## src/rtl/flash_seq_pkg.sv

```systemverilog
package flash_seq_pkg;

    typedef enum logic [2:0] {
        OP_READ   = 3'd0,
        OP_PROG   = 3'd1,
        OP_SERASE = 3'd2,
        OP_CERASE = 3'd3,
        OP_RDSR   = 3'd4,
        OP_RDID   = 3'd5
    } req_op_e;

    typedef enum logic [1:0] {
        F_WREN = 2'd0,
        F_POLL = 2'd1,
        F_MAIN = 2'd2
    } frame_e;

    typedef enum logic [2:0] {
        S_IDLE   = 3'd0,
        S_OPCODE = 3'd1,
        S_ADDR   = 3'd2,
        S_DUMMY  = 3'd3,
        S_WRITE  = 3'd4,
        S_READ   = 3'd5,
        S_GAP    = 3'd6,
        S_DONE   = 3'd7
    } state_e;

    localparam logic [7:0] OPC_WREN   = 8'h06;
    localparam logic [7:0] OPC_RDSR   = 8'h05;
    localparam logic [7:0] OPC_RDID   = 8'h9F;
    localparam logic [7:0] OPC_CERASE = 8'hC7;

    function automatic logic [7:0] opcode_for(req_op_e op, frame_e fr, logic wide);
        logic [7:0] code;
        code = 8'h00;
        if (fr == F_WREN) begin
            code = OPC_WREN;
        end else if (fr == F_POLL) begin
            code = OPC_RDSR;
        end else begin
            case (op)
                OP_READ:   code = wide ? 8'h0C : 8'h0B;
                OP_PROG:   code = wide ? 8'h12 : 8'h02;
                OP_SERASE: code = wide ? 8'hDC : 8'hD8;
                OP_CERASE: code = OPC_CERASE;
                OP_RDSR:   code = OPC_RDSR;
                OP_RDID:   code = OPC_RDID;
                default:   code = 8'h00;
            endcase
        end
        return code;
    endfunction

endpackage

```

## src/rtl/spi_byte_engine.sv

```systemverilog
module spi_byte_engine #(
    parameter int HALF = 2
) (
    input  logic       clk,
    input  logic       rst_n,
    input  logic       start,
    input  logic [7:0] tx_byte,
    input  logic       miso,
    output logic       sck,
    output logic       mosi,
    output logic       active,
    output logic       byte_done,
    output logic [7:0] rx_byte
);
    localparam int CW = (HALF > 1) ? $clog2(HALF) : 1;

    logic [CW-1:0] cnt_q;
    logic [2:0]    bit_q;
    logic [7:0]    sreg_q;

    always_ff @(posedge clk or negedge rst_n) begin
        if (!rst_n) begin
            cnt_q     <= '0;
            bit_q     <= '0;
            sreg_q    <= '0;
            rx_byte   <= '0;
            sck       <= 1'b0;
            active    <= 1'b0;
            byte_done <= 1'b0;
        end else begin
            byte_done <= 1'b0;
            if (!active) begin
                if (start) begin
                    active <= 1'b1;
                    sreg_q <= tx_byte;
                    cnt_q  <= '0;
                    bit_q  <= '0;
                    sck    <= 1'b0;
                end
            end else if (cnt_q == CW'(HALF - 1)) begin
                cnt_q <= '0;
                if (!sck) begin
                    sck     <= 1'b1;
                    rx_byte <= {rx_byte[6:0], miso};
                end else begin
                    sck <= 1'b0;
                    if (bit_q == 3'd7) begin
                        active    <= 1'b0;
                        byte_done <= 1'b1;
                    end else begin
                        bit_q  <= bit_q + 3'd1;
                        sreg_q <= {sreg_q[6:0], 1'b0};
                    end
                end
            end else begin
                cnt_q <= cnt_q + CW'(1);
            end
        end
    end

    assign mosi = sreg_q[7];

endmodule

```

## src/rtl/rx_word_packer.sv

```systemverilog
module rx_word_packer (
    input  logic        clk,
    input  logic        rst_n,
    input  logic        byte_vld,
    input  logic [7:0]  byte_in,
    input  logic        flush,
    output logic [31:0] word_out,
    output logic        word_vld
);
    logic [23:0] acc_q;
    logic [1:0]  n_q;
    logic [31:0] merged;

    assign merged = {acc_q, byte_in};

    always_ff @(posedge clk or negedge rst_n) begin
        if (!rst_n) begin
            acc_q    <= '0;
            n_q      <= '0;
            word_out <= '0;
            word_vld <= 1'b0;
        end else begin
            word_vld <= 1'b0;
            if (byte_vld) begin
                if (n_q == 2'd3 || flush) begin
                    word_out <= merged << (8 * (3 - int'(n_q)));
                    word_vld <= 1'b1;
                    acc_q    <= '0;
                    n_q      <= '0;
                end else begin
                    acc_q <= merged[23:0];
                    n_q   <= n_q + 2'd1;
                end
            end
        end
    end

endmodule

```

## src/rtl/flash_cmd_seq.sv

```systemverilog
module flash_cmd_seq
    import flash_seq_pkg::*;
#(
    parameter int FLASH_ADDR_BITS = 24,
    parameter int SCK_HALF        = 2,
    parameter int CS_GAP          = 2,
    parameter int RD_CHUNK        = 128,
    parameter int TX_MAX          = 64,
    parameter int LEN_W           = 12
) (
    input  logic             clk,
    input  logic             rst_n,
    input  logic             req_valid,
    input  logic [2:0]       req_op,
    input  logic [31:0]      req_addr,
    input  logic [LEN_W-1:0] req_len,
    input  logic [31:0]      wr_word,
    output logic             wr_pop,
    output logic [31:0]      rd_word,
    output logic             rd_valid,
    output logic             busy,
    output logic             done,
    output logic             cs_n,
    output logic             sck,
    output logic             mosi,
    input  logic             miso
);
    localparam int   ABYTES = (FLASH_ADDR_BITS > 24) ? 4 : 3;
    localparam logic WIDE   = (ABYTES == 4);
    localparam int   GW     = $clog2(CS_GAP + 1);

    state_e           state_q, state_d;
    frame_e           frame_q, frame_d;
    req_op_e          op_q;
    logic [31:0]      addr_q;
    logic [LEN_W-1:0] rem_q, idx_q, chunk_w;
    logic [GW-1:0]    gap_q;
    logic             wel_q;
    logic [31:0]      txw_q;

    logic             eng_start, eng_active, eng_done;
    logic [7:0]       eng_tx, eng_rx;
    logic             byte_state, last_byte, req_ok, req_wren;
    logic [1:0]       addr_sel;

    // Request qualification
    always_comb begin
        req_ok   = (req_op <= 3'd5) &&
                   !((req_op == OP_READ || req_op == OP_PROG) && req_len == '0);
        req_wren = (req_op == OP_PROG) || (req_op == OP_SERASE);
    end

    // Data bytes carried by the current frame
    always_comb begin
        chunk_w = '0;
        if (frame_q == F_POLL) begin
            chunk_w = LEN_W'(1);
        end else if (frame_q == F_MAIN) begin
            case (op_q)
                OP_READ: chunk_w = (rem_q > LEN_W'(RD_CHUNK)) ? LEN_W'(RD_CHUNK) : rem_q;
                OP_PROG: chunk_w = rem_q;
                OP_RDSR: chunk_w = LEN_W'(1);
                OP_RDID: chunk_w = LEN_W'(8);
                default: chunk_w = '0;
            endcase
        end
    end

    assign byte_state = (state_q == S_OPCODE) || (state_q == S_ADDR) || (state_q == S_DUMMY) ||
                        (state_q == S_WRITE)  || (state_q == S_READ);

    always_comb begin
        last_byte = 1'b1;
        if (state_q == S_ADDR)
            last_byte = (idx_q == LEN_W'(ABYTES - 1));
        else if (state_q == S_WRITE || state_q == S_READ)
            last_byte = (idx_q == chunk_w - LEN_W'(1));
    end

    // Next-state logic
    always_comb begin
        state_d = state_q;
        frame_d = frame_q;
        unique case (state_q)
            S_IDLE: begin
                if (req_valid) begin
                    if (!req_ok) begin
                        state_d = S_DONE;
                    end else begin
                        state_d = S_OPCODE;
                        frame_d = req_wren ? F_WREN : F_MAIN;
                    end
                end
            end
            S_OPCODE: begin
                if (eng_done) begin
                    if (frame_q == F_WREN)      state_d = S_GAP;
                    else if (frame_q == F_POLL) state_d = S_READ;
                    else begin
                        case (op_q)
                            OP_READ, OP_PROG, OP_SERASE: state_d = S_ADDR;
                            OP_RDSR, OP_RDID:            state_d = S_READ;
                            default:                     state_d = S_GAP;
                        endcase
                    end
                end
            end
            S_ADDR: begin
                if (eng_done && last_byte) begin
                    if (op_q == OP_READ)      state_d = S_DUMMY;
                    else if (op_q == OP_PROG) state_d = S_WRITE;
                    else                      state_d = S_GAP;
                end
            end
            S_DUMMY: if (eng_done) state_d = S_READ;
            S_WRITE, S_READ: if (eng_done && last_byte) state_d = S_GAP;
            S_GAP: begin
                if (gap_q == GW'(CS_GAP - 1)) begin
                    unique case (frame_q)
                        F_WREN: begin
                            state_d = S_OPCODE;
                            frame_d = (op_q == OP_PROG) ? F_POLL : F_MAIN;
                        end
                        F_POLL: begin
                            state_d = S_OPCODE;
                            frame_d = wel_q ? F_MAIN : F_WREN;
                        end
                        default: begin
                            state_d = (op_q == OP_READ && rem_q != '0) ? S_OPCODE : S_DONE;
                        end
                    endcase
                end
            end
            S_DONE: state_d = S_IDLE;
        endcase
    end

    // State register
    always_ff @(posedge clk or negedge rst_n) begin
        if (!rst_n) begin
            state_q <= S_IDLE;
            frame_q <= F_MAIN;
        end else begin
            state_q <= state_d;
            frame_q <= frame_d;
        end
    end

    // Datapath registers
    always_ff @(posedge clk or negedge rst_n) begin
        if (!rst_n) begin
            op_q   <= OP_READ;
            addr_q <= '0;
            rem_q  <= '0;
            idx_q  <= '0;
            gap_q  <= '0;
            wel_q  <= 1'b0;
            txw_q  <= '0;
        end else begin
            if (state_q == S_IDLE && req_valid && req_ok) begin
                op_q   <= req_op_e'(req_op);
                addr_q <= req_addr;
                rem_q  <= (req_op == OP_PROG && req_len > LEN_W'(TX_MAX)) ? LEN_W'(TX_MAX) : req_len;
            end
            if (state_d != state_q)
                idx_q <= '0;
            else if (eng_done)
                idx_q <= idx_q + LEN_W'(1);
            gap_q <= (state_q == S_GAP) ? gap_q + GW'(1) : '0;
            if (eng_done && state_q == S_READ && frame_q == F_POLL)
                wel_q <= eng_rx[1];
            if (wr_pop)
                txw_q <= wr_word;
            if (eng_done && last_byte && state_q == S_READ && frame_q == F_MAIN && op_q == OP_READ) begin
                addr_q <= addr_q + 32'(chunk_w);
                rem_q  <= rem_q - chunk_w;
            end
        end
    end

    // Byte selection toward the shift engine
    assign addr_sel = idx_q[1:0] + (WIDE ? 2'd0 : 2'd1);

    always_comb begin
        eng_tx = 8'h00;
        unique case (state_q)
            S_OPCODE: eng_tx = opcode_for(op_q, frame_q, WIDE);
            S_ADDR: begin
                unique case (addr_sel)
                    2'd0: eng_tx = addr_q[31:24];
                    2'd1: eng_tx = addr_q[23:16];
                    2'd2: eng_tx = addr_q[15:8];
                    2'd3: eng_tx = addr_q[7:0];
                endcase
            end
            S_WRITE: begin
                unique case (idx_q[1:0])
                    2'd0: eng_tx = wr_word[31:24];
                    2'd1: eng_tx = txw_q[23:16];
                    2'd2: eng_tx = txw_q[15:8];
                    2'd3: eng_tx = txw_q[7:0];
                endcase
            end
            default: eng_tx = 8'h00;
        endcase
    end

    // Outputs
    always_comb begin
        eng_start = byte_state && !eng_active && !eng_done;
        wr_pop    = eng_start && (state_q == S_WRITE) && (idx_q[1:0] == 2'd0);
        cs_n      = !byte_state;
        busy      = (state_q != S_IDLE);
        done      = (state_q == S_DONE);
    end

    spi_byte_engine #(.HALF(SCK_HALF)) u_engine (
        .clk       (clk),
        .rst_n     (rst_n),
        .start     (eng_start),
        .tx_byte   (eng_tx),
        .miso      (miso),
        .sck       (sck),
        .mosi      (mosi),
        .active    (eng_active),
        .byte_done (eng_done),
        .rx_byte   (eng_rx)
    );

    rx_word_packer u_packer (
        .clk      (clk),
        .rst_n    (rst_n),
        .byte_vld (eng_done && state_q == S_READ && frame_q == F_MAIN),
        .byte_in  (eng_rx),
        .flush    (last_byte),
        .word_out (rd_word),
        .word_vld (rd_valid)
    );

endmodule

```

## config.mk

```make
export PLATFORM = sky130hd
export DESIGN_NAME = flash_cmd_seq
export DESIGN_NICKNAME = d
export VERILOG_FILES = /design/src/rtl/flash_seq_pkg.sv /design/src/rtl/spi_byte_engine.sv /design/src/rtl/rx_word_packer.sv /design/src/rtl/flash_cmd_seq.sv
export SDC_FILE = /design/constraint.sdc
export NUM_CORES = 1
export LEC_CHECK = 0
export BUFFER_PORTS_ARGS = -buffer_cell sky130_fd_sc_hd__clkbuf_2
export CAP_MARGIN = 0
export CORE_MARGIN = 1
export CORE_UTILIZATION = 57
export CTS_CLUSTER_SIZE = 14
export DETAILED_ROUTE_END_ITERATION = 10
export PLACE_DENSITY = 0.78
export SLEW_MARGIN = 10
export SYNTH_ARGS = -nofsm -noshare
export SYNTH_HDL_FRONTEND = slang
export SYNTH_SLANG_ARGS = --single-unit
```

## constraint.sdc

```tcl
create_clock -name clk -period 4.2 [get_ports clk]
set_input_delay 1.05 -clock clk [delete_from_list [all_inputs] [get_ports clk]]
set_output_delay 1.05 -clock clk [all_outputs]
set_load 0.03 [all_outputs]
```

==> results.cfg <==
[outcome]
outcome = completed

[yosys]
synth_cells = 1142
syn-num-nets = 1260
synth-edff-count = 0
synth_ff_type = dfrtp_1
synth_area_leaders = dfrtp_1 (41%), nand2_1 (6.2%), ha_1 (3.9%)
ys_ff_latch = 173
synth_cell_types = 79
synth.most_common_cell = nand2_1
synth_top_area_share = 0.4111
yosys.area.top_type = dfrtp_1
synth-seq-area-share = 0.4136
yosysWarnings = 0
yosys-top-cells-count = nand2_1 (173), dfrtp_1 (172), nor2_1 (81)
netlist_area_mm2 = 0.01047
synth.avg_cell_area_um2 = 9.167
async_flop_share = 1.000

[sta]
whs_ns = 0.4355
post-route-min-period_ns = 4.060
finalSetupTns_ns = 0
fin_skew_ns = 0.008847
rsz0062_at_grt = true
drv_slew = 0
relSlewSlack = 0.3704
setup_viol = 0
hold_viol_final = 0
final.period_utilization = 0.9666
worst_slew_pin_slew_ns = 0.9415
fmax_mhz = 246.3

[die]
core_mm2 = 0.01796
die_area_mm2 = 0.01891
die_h_um = 137.5
die_w_um = 137.5
num_rows = 49
ios = 122
start_util = 0.5828

[global_route]
grt_max_degree = 85
grt_pass1_wl_mm = 46.22
grt_use_total = 0.3189
grt_overflow = 0
grt_antenna_before_repair = 0
grt_pass1_vias = 9053

[setup_path]
r2r_cells = 16
crit_chain = or4_4 -> o21a_1 -> nor3_2 -> or2_2 -> inv_1 -> ha_1 -> a21boi_1 -> a21oi_1 -> nor2_1 -> a221o_1 -> nor4_4 -> nand4_4 -> buf_6 -> or2_4 -> o21a_1 -> o21a_1
crit_family = simple AND/OR/NAND/NOR gates
cp.arrival_ns = 4.39
slowest_delay_ns = 0.54
cp_max_fo = 22
r2r-end = addr_q[31]$_DFFE_PN0P_
r2r_slack_ns = 0.14
critPathSlowestCell = or4_4
timing.rr.start = rem_q[0]$_DFFE_PN0P_
critPathLaunchType = register
path_class = reg -> reg
startpoint = rem_q[0]$_DFFE_PN0P_
cp_common_cell = o21a_1
crit_required_ns = 4.53
crit_path_end_kind = register
crit_buf_inv = 2

[placement]
placed_cells = 1490
gp_congestion = 0.9562
hpwl_mm = 20.42
io_buffer_count = 121

[clock_network]
cts_buffers = 17
cts-root-buf = clkbuf_16
clock_latency_ns = 0.44
path_clk_slew_ns = 0.08
cts.htree.levels = 4
tritoncts = yes
cts.sinks = 173
cts.path.max_buffers = 2

[power_and_ir_drop]
ir_drop_uv = 293.6
leakagePower_nw = 5.667
power_density_mw_per_mm2 = 272.8

[layout]
nNetsFinal = 1407
drive_above_1_share = 0.2304
n_antenna_cell = 0
synthToLayoutAreaGrowth_pct = 18.42
fin_cells = 1531
final_util = 0.6901

[route]
via_count = 9564
drtAntennaViolNets = 0
wl_per_cell_um = 18.95
totalWireLength_mm = 29.01
via_per_inst = 6.247
first_pass_iters = 8
drt_iter0_drc = 947
drc = 0

[worst_hold_path]
hp-class = reg -> reg
min_to = gap_q[0]$_DFF_PN0_
min_from = gap_q[0]$_DFF_PN0_
whs_path_depth = 1

[flow_run]
cap_violations = 0
[sequential cells by signal, summed over array words and instances, names as in the netlist, 8 cells and up]
name and count:
addr_q 32, u_packer.word_out 32, txw_q 24, u_packer.acc_q 24
idx_q 12, rem_q 12, u_engine.rx_byte 8, u_engine.sreg_q 8
[stage by stage]
stage	setup WS, ns	area, um2	power [W]
floorplan	0.2714	10470	0.001722
global placement	0.1014	11610	0.001809
detailed placement	0.01679	11610	0.001809
CTS	0.02411	12200	0.003398
global route	-0.01592	12400	0.003483
finish	0.1402	12400	0.003382
[routing by layer]
metal | vias up | track usage | wire length, um
li1 | 4469 | - | -
met1 | 4562 | 0.4422 | 12680
met2 | 453 | 0.4925 | 13420
met3 | 80 | 0.06328 | 2076
met4 | 0 | 0.1190 | 831
met5 | - | 0 | 0
[logic make-up (layout without fill, tap and decap cells)]
logic type	after synthesis	count (layout)	synth area share
AO/OA/AOI/OAI	316	317	0.2115
XOR/XNOR	46	46	0.03848
adder cells (fa/ha/maj)	35	35	0.04327
buffers and inverters	105	264	0.04171
flip-flops	173	173	0.4136
multiplexers	62	62	0.06251
AND/OR/NAND/NOR	405	405	0.1888
[where the power goes]
| part | switching [W] | leakage, nW | total (W) | internal, W |
|---|---|---|---|---|
| logic | 0.0000606 | 3.30 | 0.000100 | 0.0000395 |
| clock network | 0.000802 | 0.289 | 0.00161 | 0.000804 |
| registers | 0.00000775 | 2.08 | 0.00168 | 0.00167 |
[cell type report]
type | count | area, um2
multi-input combinational | 865 | 5816
sequential | 173 | 4332
clock buffer | 17 | 425.4
timing repair buffer | 190 | 1209
fill | 1410 | 5567
tap | 229 | 286.5
clock inverter | 15 | 171.4
inverter | 42 | 157.7
[how the worst max path moves through the flow]
stage                     slack, ns  cells after the start                                 to
final                          0.14                     16             addr_q[31]$_DFFE_PN0P_
after detailed placement       0.02                     14  u_packer.word_out[25]$_DFFE_PN0P_
after global routing          -0.02                     14   u_packer.word_out[2]$_DFFE_PN0P_
after global placement         0.10                     14  u_packer.word_out[28]$_DFFE_PN0P_
after floorplan                0.27                      8                             wr_pop
after CTS                      0.02                     14  u_packer.word_out[25]$_DFFE_PN0P_
[placed cells by master (no fill, tap or decap), types with 8 or more instances in the layout]
cell type / instances
xnor2_1: 25
clkbuf_16: 18
o21a_1: 10
a21o_1: 13
nor2_1: 79
a22oi_1: 14
and3_1: 19
o21ai_0: 69
nor4_1: 8
a222oi_1: 16
buf_4: 61
nor2b_1: 9
mux2i_1: 35
xor2_1: 21
nand2b_1: 15
nand2_1: 173
mux2_2: 25
a211oi_1: 16
dfrtp_1: 171
nand3_1: 20
a21oi_1: 60
ha_1: 33
a22o_1: 35
inv_1: 41
nor3_1: 17
clkbuf_2: 120
[what timing repair did]
action | in CTS | in global routing
hold buffers | 0 | 0
setup endpoints to repair | 1 | 101
pin swaps | 1 | 10
setup buffers | 0 | 7
gates resized for setup | 0 | 24
cloned | 0 | 2
(Power assumes the default switching activity.)
